`config.mk`:
```
export PLATFORM = sky130hd
export DESIGN_NAME = irq_arbiter
export DESIGN_NICKNAME = d
export VERILOG_FILES = /design/src/rtl/irq_arb_pkg.sv /design/src/rtl/irq_prio_regs.sv /design/src/rtl/irq_nmi_edge.sv /design/src/rtl/irq_select.sv /design/src/rtl/irq_arbiter.sv
export SDC_FILE = /design/constraint.sdc
export NUM_CORES = 1
export LEC_CHECK = 0
export BUFFER_PORTS_ARGS = -buffer_cell sky130_fd_sc_hd__buf_2
export CAP_MARGIN = 20
export CORE_UTILIZATION = 46
export CTS_BUF_LIST = sky130_fd_sc_hd__clkbuf_4 sky130_fd_sc_hd__clkbuf_8
export CTS_CLUSTER_SIZE = 10
export DETAILED_ROUTE_END_ITERATION = 16
export PLACE_DENSITY = 0.74
export SYNTH_ARGS = -nofsm -noshare
export SYNTH_HDL_FRONTEND = slang
export SYNTH_SLANG_ARGS = --single-unit
```
`constraint.sdc`:
```
create_clock -name clk -period 12.6 [get_ports clk]
set_input_delay 0.63 -clock clk [delete_from_list [all_inputs] [get_ports clk]]
set_output_delay 0.63 -clock clk [all_outputs]
set_load 0.03 [all_outputs]
```
`src/rtl/irq_arb_pkg.sv`:
```
package irq_arb_pkg;
    localparam int MASK_W       = 4;
    localparam int LVL_W        = 5;
    localparam int VEC_W        = 8;
    localparam int CFG_DW       = 16;
    localparam int FLD_PER_REG  = CFG_DW / MASK_W;
    localparam int NUM_FIXED    = 3;
    localparam int NMI_VEC      = 11;
    localparam int BRK_VEC      = 12;
    localparam int DBG_VEC      = 13;
    localparam int SRC_VEC_BASE = 64;
    localparam int NMI_LVL      = 16;
    localparam int DBG_FIX_LVL  = 15;

    typedef struct packed {
        logic              irq;
        logic [VEC_W-1:0]  vec;
        logic [MASK_W-1:0] mask;
    } grant_t;
endpackage

```
`src/rtl/irq_prio_regs.sv`:
```
module irq_prio_regs
    import irq_arb_pkg::*;
#(
    parameter int NUM_SRC = 8,
    parameter int CFG_AW  = 2
) (
    input  logic                      clk,
    input  logic                      rst_n,
    input  logic                      we_i,
    input  logic [CFG_AW-1:0]         addr_i,
    input  logic [CFG_DW-1:0]         wdata_i,
    output logic [NUM_SRC*MASK_W-1:0] prio_o
);
    localparam int NUM_REGS = (NUM_SRC + FLD_PER_REG - 1) / FLD_PER_REG;

    logic [CFG_DW-1:0] regs_d [NUM_REGS];
    logic [CFG_DW-1:0] regs_q [NUM_REGS];

    always_comb begin
        for (int r = 0; r < NUM_REGS; r++) begin
            regs_d[r] = regs_q[r];
            if (we_i && (int'(addr_i) == r)) begin
                regs_d[r] = wdata_i;
            end
        end
    end

    always_ff @(posedge clk or negedge rst_n) begin
        if (!rst_n) begin
            for (int r = 0; r < NUM_REGS; r++) regs_q[r] <= '0;
        end else begin
            for (int r = 0; r < NUM_REGS; r++) regs_q[r] <= regs_d[r];
        end
    end

    for (genvar s = 0; s < NUM_SRC; s++) begin : g_fld
        assign prio_o[s*MASK_W +: MASK_W] =
            regs_q[s / FLD_PER_REG][(s % FLD_PER_REG)*MASK_W +: MASK_W];
    end
endmodule

```
`src/rtl/irq_nmi_edge.sv`:
```
module irq_nmi_edge (
    input  logic clk,
    input  logic rst_n,
    input  logic nmi_i,
    input  logic clr_i,
    output logic pend_live_o
);
    typedef struct packed {
        logic prev;
        logic pend;
    } nmi_st_t;

    nmi_st_t st_d, st_q;

    always_comb begin
        st_d.prev = nmi_i;
        st_d.pend = (st_q.pend && !clr_i) || (nmi_i && !st_q.prev);
    end

    always_ff @(posedge clk or negedge rst_n) begin
        if (!rst_n) st_q <= '0;
        else        st_q <= st_d;
    end

    assign pend_live_o = st_d.pend;
endmodule

```
`src/rtl/irq_select.sv`:
```
module irq_select
    import irq_arb_pkg::*;
#(
    parameter int NUM_SRC = 8
) (
    input  logic                      nmi_i,
    input  logic                      brk_i,
    input  logic                      dbg_i,
    input  logic [NUM_SRC-1:0]        src_i,
    input  logic [NUM_SRC*MASK_W-1:0] prio_i,
    input  logic [MASK_W-1:0]         mask_i,
    output grant_t                    grant_o
);
    localparam int NCAND = NUM_SRC + NUM_FIXED;

    logic [NCAND-1:0] cand_req;
    logic [LVL_W-1:0] cand_lvl [NCAND];
    logic [VEC_W-1:0] cand_vec [NCAND];

    always_comb begin
        cand_req[0] = nmi_i;
        cand_lvl[0] = LVL_W'(NMI_LVL);
        cand_vec[0] = VEC_W'(NMI_VEC);
        cand_req[1] = brk_i;
        cand_lvl[1] = LVL_W'(DBG_FIX_LVL);
        cand_vec[1] = VEC_W'(BRK_VEC);
        cand_req[2] = dbg_i;
        cand_lvl[2] = LVL_W'(DBG_FIX_LVL);
        cand_vec[2] = VEC_W'(DBG_VEC);
        for (int s = 0; s < NUM_SRC; s++) begin
            cand_req[NUM_FIXED+s] = src_i[s];
            cand_lvl[NUM_FIXED+s] = {1'b0, prio_i[s*MASK_W +: MASK_W]};
            cand_vec[NUM_FIXED+s] = VEC_W'(SRC_VEC_BASE + s);
        end
    end

    logic             found;
    logic [LVL_W-1:0] best_lvl;
    logic [VEC_W-1:0] best_vec;
    logic             best_nmi;
    logic             take;

    always_comb begin
        found    = 1'b0;
        best_lvl = '0;
        best_vec = '0;
        best_nmi = 1'b0;
        for (int k = 0; k < NCAND; k++) begin
            if (cand_req[k] && (!found || (cand_lvl[k] > best_lvl))) begin
                found    = 1'b1;
                best_lvl = cand_lvl[k];
                best_vec = cand_vec[k];
                best_nmi = (k == 0);
            end
        end
        take = found && (best_nmi || (best_lvl > {1'b0, mask_i}));

        grant_o = '0;
        if (take) begin
            grant_o.irq  = 1'b1;
            grant_o.vec  = best_vec;
            grant_o.mask = best_nmi ? {MASK_W{1'b1}} : best_lvl[MASK_W-1:0];
        end
    end
endmodule

```
`src/rtl/irq_arbiter.sv`:
```
module irq_arbiter
    import irq_arb_pkg::*;
#(
    parameter int NUM_SRC = 8,
    parameter int CFG_AW  = 2
) (
    input  logic                 clk,
    input  logic                 rst_n,
    input  logic                 nmi_i,
    input  logic                 brk_req_i,
    input  logic                 dbg_req_i,
    input  logic [NUM_SRC-1:0]   src_req_i,
    input  logic [3:0]           mask_i,
    input  logic                 ack_i,
    input  logic                 cfg_we_i,
    input  logic [CFG_AW-1:0]    cfg_addr_i,
    input  logic [15:0]          cfg_wdata_i,
    output logic                 irq_o,
    output logic [7:0]           irq_vec_o,
    output logic [3:0]           irq_mask_o
);
    logic [NUM_SRC*MASK_W-1:0] prio;
    logic                      nmi_live;
    logic                      nmi_clr;
    grant_t                    out_d, out_q;

    assign nmi_clr = ack_i && out_q.irq && (out_q.vec == VEC_W'(NMI_VEC));

    irq_prio_regs #(.NUM_SRC(NUM_SRC), .CFG_AW(CFG_AW)) u_regs (
        .clk     (clk),
        .rst_n   (rst_n),
        .we_i    (cfg_we_i),
        .addr_i  (cfg_addr_i),
        .wdata_i (cfg_wdata_i),
        .prio_o  (prio)
    );

    irq_nmi_edge u_nmi (
        .clk         (clk),
        .rst_n       (rst_n),
        .nmi_i       (nmi_i),
        .clr_i       (nmi_clr),
        .pend_live_o (nmi_live)
    );

    irq_select #(.NUM_SRC(NUM_SRC)) u_sel (
        .nmi_i   (nmi_live),
        .brk_i   (brk_req_i),
        .dbg_i   (dbg_req_i),
        .src_i   (src_req_i),
        .prio_i  (prio),
        .mask_i  (mask_i),
        .grant_o (out_d)
    );

    always_ff @(posedge clk or negedge rst_n) begin
        if (!rst_n) out_q <= '0;
        else        out_q <= out_d;
    end

    assign irq_o      = out_q.irq;
    assign irq_vec_o  = out_q.vec;
    assign irq_mask_o = out_q.mask;
endmodule

```
### Word-level counts from Yosys, hierarchy flattened

Cells that the tools add are included.
W data, S select, Z words.

* word-level logic and storage cells: 107
* latch bits: 0
* output and inout port bits: 13
* bits in read-only memories: 0
* bits in registers: 47
* input port bits: 37
* RAM bits: 0
* memories kept: 0

* $add $sub $neg: 0
* eq/ne operators: 2
* bitwise operators: 0
* mux-type cells: 45
* $mul: 0
* reduce and logical (&&, ||, !) cells: 42
* order comparisons: 11
* shift-type cells: 0
* divide/modulo/power cells: 0

Operators by type and width (count)
* $mux W7: 8
* $mux W5: 11
* $gt A4 B5 Y1: 8
* $mux W1: 21
* $logic_and A1 B1 Y1: 17
* $mux W4: 4
* $mux W13: 1
* $logic_not A1 Y1: 12
* $logic_or A1 B1 Y1: 12
* $gt A4 B5 Y1 const A: 2
* $eq A8 B4 Y1 const B: 1
* $gt A5 B4 Y1: 1
* $eq A2 B2 Y1 const B: 1
* $logic_not A2 Y1: 1

### Logic depth before layout (Yosys ltp)

Gate-level depths: netlist (run 1).

* word-level depth: 50
* depth in mapped cells: 73
* depth with buffers taken out: 69

### Hierarchy

Synthesis (run 1) repeated with hierarchy kept, for this count alone.

* cell total of the unflattened synthesis: 349
* area, all modules: 3459.6 um^2

Modules (own cells, without submodules)
* irq_select: area each 1823.0 um^2, times used 1, cells an instance 260, sequential area each 0.0 um^2
* irq_prio_regs: area each 1212.4 um^2, times used 1, cells an instance 68, sequential area each 800.8 um^2
* irq_arbiter: area each 354.1 um^2, times used 1, cells an instance 16, sequential area each 325.3 um^2
* irq_nmi_edge: area each 70.1 um^2, times used 1, cells an instance 5, sequential area each 50.0 um^2

### Worst setup path before layout (run 1)

No wires, ideal clock.

* kind: register to register
* start: register out_q (netlist bit irq_vec_o[2])
* end: register out_q (netlist bit irq_vec_o[0])
* clock period less this slack: 13.198 ns
* arrival time: 13.059 ns
* setup slack: -0.598 ns
* buffers on the path: 4
* setup time: 0.139 ns
* cell stages (with the launch flop): 73
* required time: 12.461 ns
* path through: dfrtp_1 nand4bb_1 o21a_1 nor2_4 inv_2 nor2_1 inv_1 ha_1 a21oi_1 nor2b_1 a21o_1 o21ai_0 ha_1 nor2b_1 o211ai_1 a21oi_1 o32ai_1 inv_1 (+37 left out) and2_1 ha_1 nor2b_1 o21a_1 o21a_1 o21ai_0 a21o_1 buf_1 nor2_1 a31oi_1 ha_1 nor2b_1 o21a_1 o21a_1 o221ai_1 nand2_1 inv_1 o31ai_1

RTL lines
* start, declared: RTL line irq_arbiter.sv:25 `grant_t out_d, out_q;`
* start signal, assigned: RTL line irq_arbiter.sv:58 `else out_q <= out_d;`

==> flow_summary_export.csv, run 1 <==
group,metric,value,unit
logic_synthesis,synth_area_leaders,"dfrtp_1 32%, ha_1 13%, mux2_2 9.3%, a21oi_1 2.4%, nand2_1 2.3%",
die,ios,50,
die,die_area,7716,sq um
placed_design,numPortBuffers,46,
clock_tree,cts_sinks,44,
logic_synthesis,synth_largest_area_cell,"dfrtp_1",
power_and_ir_drop,powerDensity,259.2,nW/um^2
global_routing,grt_max_degree,45,
cells_and_area,drive_gt1_share,47.82,%
logic_synthesis,syn_inst,339,
die,fp-row-count,30,
drt,ant_nets,0,
power_and_ir_drop,clkPwrFrac,10.1,%
sta,setup_viol_count_final,10,
critical_path,reg2reg_slack,-320,ps
critical_path,crit_arrival,13110,ps
critical_path,worst_ep_required_time,12800,ps
sta,maxSlewViolCount,0,
power_and_ir_drop,comb_power_share,71.7,%
logic_synthesis,synth.mux.area_fraction,9.302,%
clock_tree,cts_buffers,5,
logic_synthesis,synth_simple_gate_area_share,16.50,%
critical_path,reg2reg_depth,69,
cells_and_area,final_nets,507,
sta,layout_setup_ws,-316.7,ps
power_and_ir_drop,swShare,44.00,%
sta,tightest_slew,819.3,ps
critical_path,timing.critical_path.from,"irq_vec_o[2]$_DFF_PN0_",
critical_path,worstPathMaxFanout,7,
drt,wl_per_cell,18.54,um
critical_path,path_class,"reg -> reg",
clock_tree,cts.path.max_buffers,2,
drt,dr.first_iter.drc_count,335,
cells_and_area,area_delta_synth_final,34.22,%
logic_synthesis,yosys-top-cells-count,"44 x dfrtp_1, 36 x ha_1, 28 x mux2_2",
cells_and_area,utilization,65.51,%
clock_tree,clk_latency,310,ps
cells_and_area,diodes,0,
die,die_x,87.84,um
job,maxCapViolCount,0,
critical_path,critPathSlowestCell,"dfrtp_2",
critical_path,r2r_end,"irq_vec_o[0]$_DFF_PN0_",
drt,drt-total-wl,9844,um
global_routing,grt_pass1_wl,14320,um
power_and_ir_drop,ir_worst_vdd,0.09113,mV
sta,rsz0062_at_grt,"true",
logic_synthesis,synthAdderAreaFrac,13.29,%
logic_synthesis,synthMostInstantiatedCell,"dfrtp_1",
sta,max_slew_margin,45.21,%
placed_design,globalplace.congestion,0.9318,
outcome,status,"finished, violations left",
clock_tree,cts_tree,"done",
logic_synthesis,synthXorXnorAreaFrac,0,%
logic_synthesis,synth.top_cell.area_share,32.48,%
drt,dr.pass1.iters,5,
global_routing,grt_pass1_vias,2949,
logic_synthesis,avgSynthCellArea,9.999,sq um
sta,max_freq,0.07742,GHz
logic_synthesis,synth_ff_type,"dfrtp_1",
logic_synthesis,ys_types,73,
global_routing,grt-ovfl-total,0,
power_and_ir_drop,switching_power,518.9,uW
critical_path,r2r-start,"irq_vec_o[2]$_DFF_PN0_",
logic_synthesis,synth.yosys.seq_area_share,32.48,%
critical_path,end_kind,"flip-flop",
outcome,violations,"negative setup slack",
die,die_h,87.84,um
logic_synthesis,synth-seq-cells,44,
placed_design,hpwl,7077,um
power_and_ir_drop,cellLeakagePower,1.983,nW
critical_path,worstSetupEndpoint,"irq_vec_o[0]$_DFF_PN0_",
logic_synthesis,synth_top_family_by_area,"compound AO/OA/AOI/OAI gates",
critical_path,start_kind,"flip-flop",
die,core_area,6944,sq um
placed_design,dpl_cell_area,4040,sq um
logic_synthesis,synth-compound-area-share,23.85,%
sta,period_needed,12920,ps
logic_synthesis,ys.warnings.count,0,
die,initial_utilization,48.81,%
clock_tree,h-tree-depth,2,
logic_synthesis,synth-edff-count,0,
critical_path,critical_path.max_stage_delay,420,ps
placed_design,dpl_worst_slack,-533.8,ps
sta,finalCritPeriodShare,102.5,%
drt,drc_errors,0,
worst_hold_path,holdCritPathClass,"in -> async",
global_routing,antenna_found_initial,0,
sta,finalHoldViolCount,0,
sta,fin_worst_skew,5.159,ps
clock_tree,cts_root_buf,"clkbuf_8",
power_and_ir_drop,p_seq_share,18.3,%
clock_tree,clkTransAtPathRegs,100,ps
cells_and_area,fin_area,4549,sq um
power_and_ir_drop,intPower,660.3,uW
critical_path,path_common_cell,"ha_1",
drt,via_count,3258,
logic_synthesis,synth_area,3390,sq um
logic_synthesis,synthArstFlopShare,100.0,%
global_routing,grt.total_usage,24.41,%
drt,vias_per_cell,6.136,
## power groups by stage
stage	sequential (mW)	combinational, mW	clock [mW]
floorplan	0.226	0.449	0
global placement	0.210	0.653	0
detailed placement	0.211	0.676	0
CTS	0.209	0.702	0.120
global route	0.220	0.912	0.126
finish	0.215	0.845	0.119
## metrics by stage
step           TNS [ps]  total power, mW  std cells  hold slack (ps)
6_report          -2889            1.179        531            112.0
4_1_cts               0            1.030        521            448.9
3_5_place_dp      -4944           0.8871        511            537.5
2_1_floorplan         0           0.6752        341            334.4
3_3_place_gp      -2667           0.8629        511            536.2
5_1_grt           -8618            1.258        531            100.2
## cell usage in the layout (no fill, tap or decap), types with 4 or more instances in the layout
cell type / instances
inv_1: 18
ha_1: 29
o21ai_0: 8
a211oi_1: 4
ha_4: 5
mux2_2: 28
buf_2: 46
o21ai_2: 4
nor2b_4: 4
nand2_1: 18
o211ai_1: 5
a21oi_2: 4
and2_1: 4
o21a_1: 7
dfrtp_1: 42
a21oi_1: 12
nor2b_1: 5
nand4_1: 10
nor2_1: 15
buf_4: 47
a211oi_2: 4
a31oi_1: 5
clkbuf_8: 5
nor2_4: 4
## logic make-up after synthesis
group / after synthesis
AOI/OAI and AO/OA: 101
adders and majority gates: 36
buffers and inverters: 33
DFF: 44
muxes: 28
other: 1
and+or+nand+nor: 96
## worst min path at each step
stage	slack, ps	endpoint
detailed placement	540	u_regs.prio_o[27]$_DFFE_PN0P_
floorplan	330	irq_mask_o[0]$_DFF_PN0_
global placement	540	u_regs.prio_o[27]$_DFFE_PN0P_
finish	110	u_regs.prio_o[26]$_DFFE_PN0P_
CTS	450	u_nmi.st_q[1]$_DFF_PN0_
global route	100	u_regs.prio_o[26]$_DFFE_PN0P_
## area by class of cell
type	count	area (sq um)
inverters	21	86.33
multi-input cells	264	2464
fillers	541	2395
clock inverters	3	50.05
clock buffers	5	68.82
repair buffers	98	656.9
flip-flops and latches	44	1104
well taps	96	120.1
## registers in the layout, summed over array words and instances (netlist names)
register,flops
u_regs.prio_o,32
irq_vec_o,5
irq_mask_o,4
u_nmi.st_q,2
irq_o,1
## timing repair
item / in CTS / in global routing
hold buffers: 0 / 0
setup endpoints to repair: 10 / 10
gates resized for setup: 12 / 47
pin swaps: 7 / 31
cloned: 0 / 0
endpoints found under the hold margin: 0 / 0
setup buffers: 2 / 9
## layer usage
layer	vias to the layer above	wire [um]	global-route usage, %
li1	1491	-	-
met1	1567	4103	32.61
met2	168	4819	40.66
met3	32	679	3.864
met4	0	241	7.303
met5	-	0	0
## worst max-delay path, delay by kind of cell (launching register included)
| kind | cells | cell delay [ps] |
|---|---|---|
| flip-flops | 1 | 420 |
| buffers and inverters | 8 | 870 |
| adder cells (fa/ha/maj) | 9 | 2390 |
| AO/OA/AOI/OAI | 36 | 6740 |
| AND/OR/NAND/NOR | 16 | 2360 |
(Power assumes the default switching activity.)
==> inputs of run 2 (changes only) <==
ABC_AREA = 1   (was unset)
==> run 2 against run 1 <==
Compared with the run above:
- the flow now finishes without violations
- flip-flop and latch count unchanged
- clock skew down 2.2 ps
- first-iteration DRC count fell by 49%
- utilization decreased by 4.7 points
==> flow_summary_export.csv, run 2 <==
group,metric,value,unit
cells_and_area,largest_register_ffs,32,
power_and_ir_drop,powerDensity,245.0,nW/um^2
global_routing,use_met3,3.697,%
critical_path,reg2reg_depth,96,
critical_path,critical_path.max_stage_delay,380,ps
critical_path,worst-path-stages,96,
clock_tree,h-tree-depth,2,
placed_design,numPortBuffers,46,
power_and_ir_drop,p_total,1.030,mW
sta,max_freq,0.08564,GHz
critical_path,cp_top_family,"simple AND/OR/NAND/NOR gates",
critical_path,worstSetupEndpoint,"irq_mask_o[2]$_DFF_PN0_",
cells_and_area,n_fill_cell,627,
die,die_x,87.16,um
placed_design,globalplace.congestion,0.8858,
logic_synthesis,synth_largest_area_cell,"dfrtp_1",
critical_path,critPathSlowestCell,"dfrtp_1",
critical_path,worstPathMaxFanout,8,
clock_tree,cts_tree,"done",
clock_tree,cts_sinks,44,
cells_and_area,finalNonFillerCells,620,
critical_path,crit_buf_inv,11,
clock_tree,clk_latency,300,ps
clock_tree,cts_buffers,5,
worst_hold_path,holdCritPathClass,"in -> async",
global_routing,grt_pass1_wl,13540,um
drt,ant_nets,0,
cells_and_area,seq_area,1101,sq um
logic_synthesis,yosys-top-cells-count,"117 x nand2_1, 71 x inv_1, 44 x dfrtp_1",
die,ios,50,
logic_synthesis,synthMostInstantiatedCell,"nand2_1",
die,initial_utilization,48.30,%
logic_synthesis,ys_types,31,
drt,dr.pass1.iters,5,
critical_path,timing.critical_path.from,"irq_vec_o[2]$_DFF_PN0_",
sta,max_slew_margin,42.82,%
die,core_area,6907,sq um
critical_path,r2r_end,"irq_mask_o[2]$_DFF_PN0_",
drt,drc_errors,0,
logic_synthesis,synth.top_cell.area_share,33.01,%
clock_tree,cts.path.max_buffers,2,
global_routing,grt-ovfl-total,0,
cells_and_area,utilization,60.85,%
drt,wl_per_cell,13.53,um
cells_and_area,drive_gt1_share,28.44,%
global_routing,grt_max_degree,45,
logic_synthesis,ys.warnings.count,0,
global_routing,antenna_found_initial,0,
sta,hold_slack,273.3,ps
die,fp-row-count,30,
job,maxCapViolCount,0,
placed_design,hpwl,6424,um
sta,fin_worst_skew,2.990,ps
clock_tree,cts_root_buf,"clkbuf_8",
critical_path,start_kind,"flip-flop",
critical_path,r2r-start,"irq_vec_o[2]$_DFF_PN0_",
sta,finalCritPeriodShare,92.67,%
drt,vias_per_cell,5.069,
outcome,status,"finished clean",
cells_and_area,fin_area,4203,sq um
cells_and_area,diodes,0,
critical_path,crit_arrival,11910,ps
critical_path,worst_ep_required_time,12830,ps
cells_and_area,area_delta_synth_final,25.99,%
cells_and_area,final_cell_mix,"109 x nand2_1, 70 x inv_1, 46 x buf_2",
placed_design,numPlacedInstances,602,
global_routing,busiest_layer,"met2",
sta,maxSlewViolCount,0,
critical_path,path_common_cell,"nand2_1",
logic_synthesis,synth_area,3336,sq um
sta,setup_viol_count_final,0,
sta,tightest_slew,855.6,ps
logic_synthesis,synth_area_leaders,"dfrtp_1 33%, ha_1 14%, nand2_1 13%, inv_1 8.0%, o21ai_0 6.0%",
logic_synthesis,synth.yosys.seq_area_share,33.01,%
die,die_area,7596,sq um
logic_synthesis,synth-seq-cells,44,
global_routing,grt.total_usage,23.23,%
logic_synthesis,syn_inst,445,
critical_path,reg2reg_slack,920,ps
global_routing,gr-usage-met2,38.87,%
die,die_h,87.16,um
drt,via_count,3143,
power_and_ir_drop,cellLeakagePower,2.294,nW
logic_synthesis,synth_ff_type,"dfrtp_1",
placed_design,dpl_cell_area,3814,sq um
sta,finalHoldViolCount,0,
global_routing,grt_pass1_vias,2896,
cells_and_area,final_common_cell,"nand2_1",
global_routing,met1_usage,31.24,%
drt,drt-total-wl,8388,um
logic_synthesis,synthArstFlopShare,100.0,%
clock_tree,clkTransAtPathRegs,90,ps
critical_path,path_class,"reg -> reg",
power_and_ir_drop,ir_worst_vdd,0.09018,mV
logic_synthesis,synth-edff-count,0,
critical_path,end_kind,"flip-flop",
clock_tree,cts_hold_buf,0,
drt,dr.first_iter.drc_count,172,
cells_and_area,multi_input_area,2088,sq um
cells_and_area,final_nets,596,
logic_synthesis,avgSynthCellArea,7.496,sq um
sta,period_needed,11680,ps
run 2: cell types whose count changed after synthesis, sizes merged, moves of 8 or more:
cell and change:
nor2 -9, nand3 +43, or2 +8, mux2 -28, a211oi -8, nor2b -9, nand2 +106, o21ai +28
inv +50
run 2: routing by layer:
metal | vias up | share of wire [%]
met5 | - | 0
met4 | 0 | 1.3
met3 | 13 | 5.4
met2 | 116 | 47
met1 | 1421 | 46
li1 | 1593 | -
run 2: what timing repair did:
item | 4_1_cts | 5_1_grt
setup buffers | 0 | 8
setup endpoints to repair | 0 | 10
resized for setup | 0 | 33
run 2: through the flow:
step / setup slack (ps) / TNS (ps)
4_1_cts: 457.4 / 0
3_5_place_dp: 235.4 / 0
3_3_place_gp: 603.9 / 0
6_report: 923.1 / 0
2_1_floorplan: 1403 / 0
5_1_grt: -117.8 / -577.2
run 2: logic make-up after synthesis:
group,synth area share [%]
AOI/OAI and AO/OA,12.23
and+or+nand+nor,31.58
DFF,33.01
adders and majority gates,13.50
other,0.1124
buffers and inverters,9.565
run 2: power breakdown:
| group | switching, mW | leakage (nW) | internal, mW | total (mW) |
|---|---|---|---|---|
| sequential | 0.0245 | 0.530 | 0.174 | 0.198 |
| clock | 0.0528 | 0.0614 | 0.0649 | 0.118 |
| combinational | 0.404 | 1.70 | 0.309 | 0.714 |
| total | 0.482 | 2.29 | 0.548 | 1.03 |
run 2: area by class of cell:
class / instances / share of cell area [%]
Clock buffer: 6 / 1.965
Sequential cell: 44 / 26.20
Inverter: 71 / 6.341
Timing Repair Buffer: 79 / 12.03
Multi-Input combinational cell: 322 / 49.69
Tap cell: 96 / 2.858
Clock inverter: 2 / 0.9229
run 2: worst min path at each step:
| stage | endpoint | depth (start not counted) | slack, ps | startpoint |
|---|---|---|---|---|
| after floorplan | irq_mask_o[0]$_DFF_PN0_ | 0 | 330 | rst_n |
| after global placement | u_regs.prio_o[4]$_DFFE_PN0P_ | 2 | 470 | u_regs.prio_o[4]$_DFFE_PN0P_ |
| after detailed placement | u_regs.prio_o[12]$_DFFE_PN0P_ | 2 | 470 | u_regs.prio_o[12]$_DFFE_PN0P_ |
| after CTS | u_nmi.st_q[1]$_DFF_PN0_ | 1 | 450 | nmi_i |
| after global routing | u_regs.prio_o[24]$_DFFE_PN0P_ | 1 | 310 | rst_n |
| final | u_regs.prio_o[24]$_DFFE_PN0P_ | 1 | 270 | rst_n |
run 2: worst reg2reg max path, delay by kind of cell (launching register included):
| family | cells | cell delay (ps) |
|---|---|---|
| DFF | 1 | 380 |
| adders and majority gates | 9 | 2310 |
| and+or+nand+nor | 53 | 5220 |
| AOI/OAI and AO/OA | 23 | 2810 |
| buffers and inverters | 11 | 900 |
==> inputs of run 3 (changes only) <==
CORE_UTILIZATION = 54   (was 46)
PLACE_DENSITY = 0.84   (was 0.74)
==> run 3 against run 2 <==
Compared with the run above:
- combinational power is 2% lower
- first-iteration DRC count is 81% higher
- register-to-register slack worse by 330 ps
- sequential power hardly changed
- count of clock-buffer cells in the layout stayed put
- final area is 3.8% lower
- non-clock buffer count is 15 lower
- clock skew is 1.9 ps higher
- clock power is 20% lower
- die area is 14% lower
- setup slack worse by 330 ps
- largest power group unchanged
==> flow_summary_export.csv, run 3 (synthesis gave the netlist of run 2 again) <==
group,metric,value,unit
global_routing,grt_pass1_vias,2803,
cells_and_area,drive_gt1_share,28.49,%
global_routing,gr-usage-met2,40.76,%
global_routing,met1_usage,34.46,%
cells_and_area,final_cell_mix,"108 x nand2_1, 67 x inv_1, 46 x buf_2",
global_routing,antenna_found_initial,0,
sta,max_slew_margin,35.89,%
clock_tree,clkTransAtPathRegs,80,ps
power_and_ir_drop,comb_power_share,70.5,%
global_routing,busiest_layer,"met2",
worst_hold_path,hp-start,"nmi_i",
clock_tree,cts_hold_buf,0,
worst_hold_path,worstHoldEndpoint,"u_nmi.st_q[1]$_DFF_PN0_",
power_and_ir_drop,p_seq_share,20.0,%
power_and_ir_drop,clkPwrFrac,9.5,%
cells_and_area,final_common_cell,"nand2_1",
die,fp-row-count,28,
placed_design,dpl_worst_slack,-50.39,ps
die,initial_utilization,56.01,%
clock_tree,cts_tree,"done",
drt,dr.first_iter.drc_count,312,
global_routing,use_met3,5.000,%
critical_path,end_kind,"flip-flop",
drt,vias_per_cell,5.685,
critical_path,r2r_end,"irq_vec_o[1]$_DFF_PN0_",
power_and_ir_drop,cellLeakagePower,2.201,nW
placed_design,numPortBuffers,46,
cells_and_area,diodes,0,
die,die_h,80.60,um
sta,final.setup.tns,0,ps
critical_path,worst_ep_required_time,12820,ps
cells_and_area,area_delta_synth_final,21.16,%
global_routing,grt_max_degree,45,
power_and_ir_drop,swShare,50.01,%
sta,layout_setup_ws,595.9,ps
global_routing,grt-ovfl-total,0,
critical_path,start_kind,"flip-flop",
drt,drc_errors,0,
clock_tree,h-tree-depth,2,
drt,drt-total-wl,8577,um
drt,ant_nets,0,
placed_design,hpwl,6096,um
clock_tree,cts_root_buf,"clkbuf_8",
sta,fin_worst_skew,4.923,ps
sta,setup_viol_count_final,0,
global_routing,grt.total_usage,25.74,%
power_and_ir_drop,switching_power,497.9,uW
job,maxCapViolCount,0,
drt,via_count,3320,
power_and_ir_drop,powerDensity,246.3,nW/um^2
die,die_x,80.60,um
critical_path,reg2reg_slack,600,ps
sta,finalCritPeriodShare,95.27,%
power_and_ir_drop,intPower,497.6,uW
critical_path,r2r-start,"irq_vec_o[2]$_DFF_PN0_",
critical_path,critical_path.max_stage_delay,380,ps
die,die_area,6496,sq um
critical_path,crit_arrival,12230,ps
die,core_area,5956,sq um
placed_design,globalplace.congestion,0.9479,
clock_tree,cts_buffers,5,
critical_path,path_class,"reg -> reg",
global_routing,grt_pass1_wl,12760,um
outcome,status,"finished clean",
critical_path,timing.critical_path.from,"irq_vec_o[2]$_DFF_PN0_",
die,ios,50,
critical_path,critPathSlowestCell,"dfrtp_1",
sta,finalHoldViolCount,0,
drt,wl_per_cell,14.69,um
worst_hold_path,whs_path_depth,1,
cells_and_area,largest_register_ffs,32,
drt,dr.pass1.iters,5,
worst_hold_path,holdCritPathClass,"in -> reg",
critical_path,worstPathMaxFanout,8,
clock_tree,clk_latency,320,ps
clock_tree,cts.path.max_buffers,2,
critical_path,reg2reg_depth,97,
sta,tightest_slew,961.6,ps
sta,period_needed,12000,ps
critical_path,path_common_cell,"nand2_1",
sta,max_freq,0.08330,GHz
power_and_ir_drop,ir_worst_vdd,0.1276,mV
clock_tree,cts_sinks,44,
sta,maxSlewViolCount,0,
cells_and_area,final_nets,581,
[run 3: cell count changes in the layout (fill, tap and decap cells not counted), sizes merged]
cell / change
buf: -15
bufinv: -1
clkinvlp: +1
[run 3: worst max-delay path by stage]
stage | to | slack, ps | cells past startpoint
finish | irq_vec_o[1]$_DFF_PN0_ | 600 | 97
global route | irq_vec_o[1]$_DFF_PN0_ | -130 | 98
CTS | irq_vec_o[1]$_DFF_PN0_ | 40 | 96
detailed placement | irq_vec_o[1]$_DFF_PN0_ | -50 | 96
global placement | irq_vec_o[1]$_DFF_PN0_ | 470 | 95
floorplan | irq_vec_o[1]$_DFF_PN0_ | 1400 | 95
[run 3: repair_timing]
| action | CTS | global route |
|---|---|---|
| gates resized for setup | 0 | 48 |
| setup buffers | 0 | 13 |
| setup endpoints to repair | 0 | 10 |
| endpoints found under the hold margin | 0 | 0 |
[run 3: critical path, delay by kind of cell (launching register included)]
family          cells  cell delay [ps]
simple gates       52             5210
compound gates     24             3140
fa+ha+maj           9             2330
buf+inv            12              810
flops               1              380
[run 3: power by group through the flow]
stage / sequential, mW / clock (mW) / combinational [mW]
final: 0.199 / 0.0944 / 0.702
after detailed placement: 0.199 / 0 / 0.566
after global routing: 0.202 / 0.101 / 0.771
after CTS: 0.196 / 0.0942 / 0.576
after global placement: 0.198 / 0 / 0.542
after floorplan: 0.217 / 0 / 0.416
[run 3: area by class of cell]
type	instances	area (sq um)
Timing Repair Buffer	64	372.9
Tap cell	75	93.84
Clock inverter	2	16.27
Fill cell	493	1914
Multi-Input combinational cell	322	2112
Clock buffer	6	76.32
Sequential cell	44	1101
Inverter	71	269.0
[run 3: routing by layer]
layer	share of wire, %	wire (um)	vias up
li1	-	-	1559
met1	43	3694	1559
met2	47	4054	172
met3	7.0	604	30
met4	2.6	224	0
met5	0	0	-
[run 3: stage by stage]
step	hold WS (ps)	utilization (%)	cells	instance area, sq um	power [mW]
4_1_cts	445.4	62.75	570	3737	0.8670
6_report	437.8	67.86	584	4041	0.9955
2_1_floorplan	334.4	-	447	3343	0.6330
3_3_place_gp	469.4	61.20	562	3645	0.7396
5_1_grt	441.1	67.86	584	4041	1.073
3_5_place_dp	474.0	61.20	562	3645	0.7653
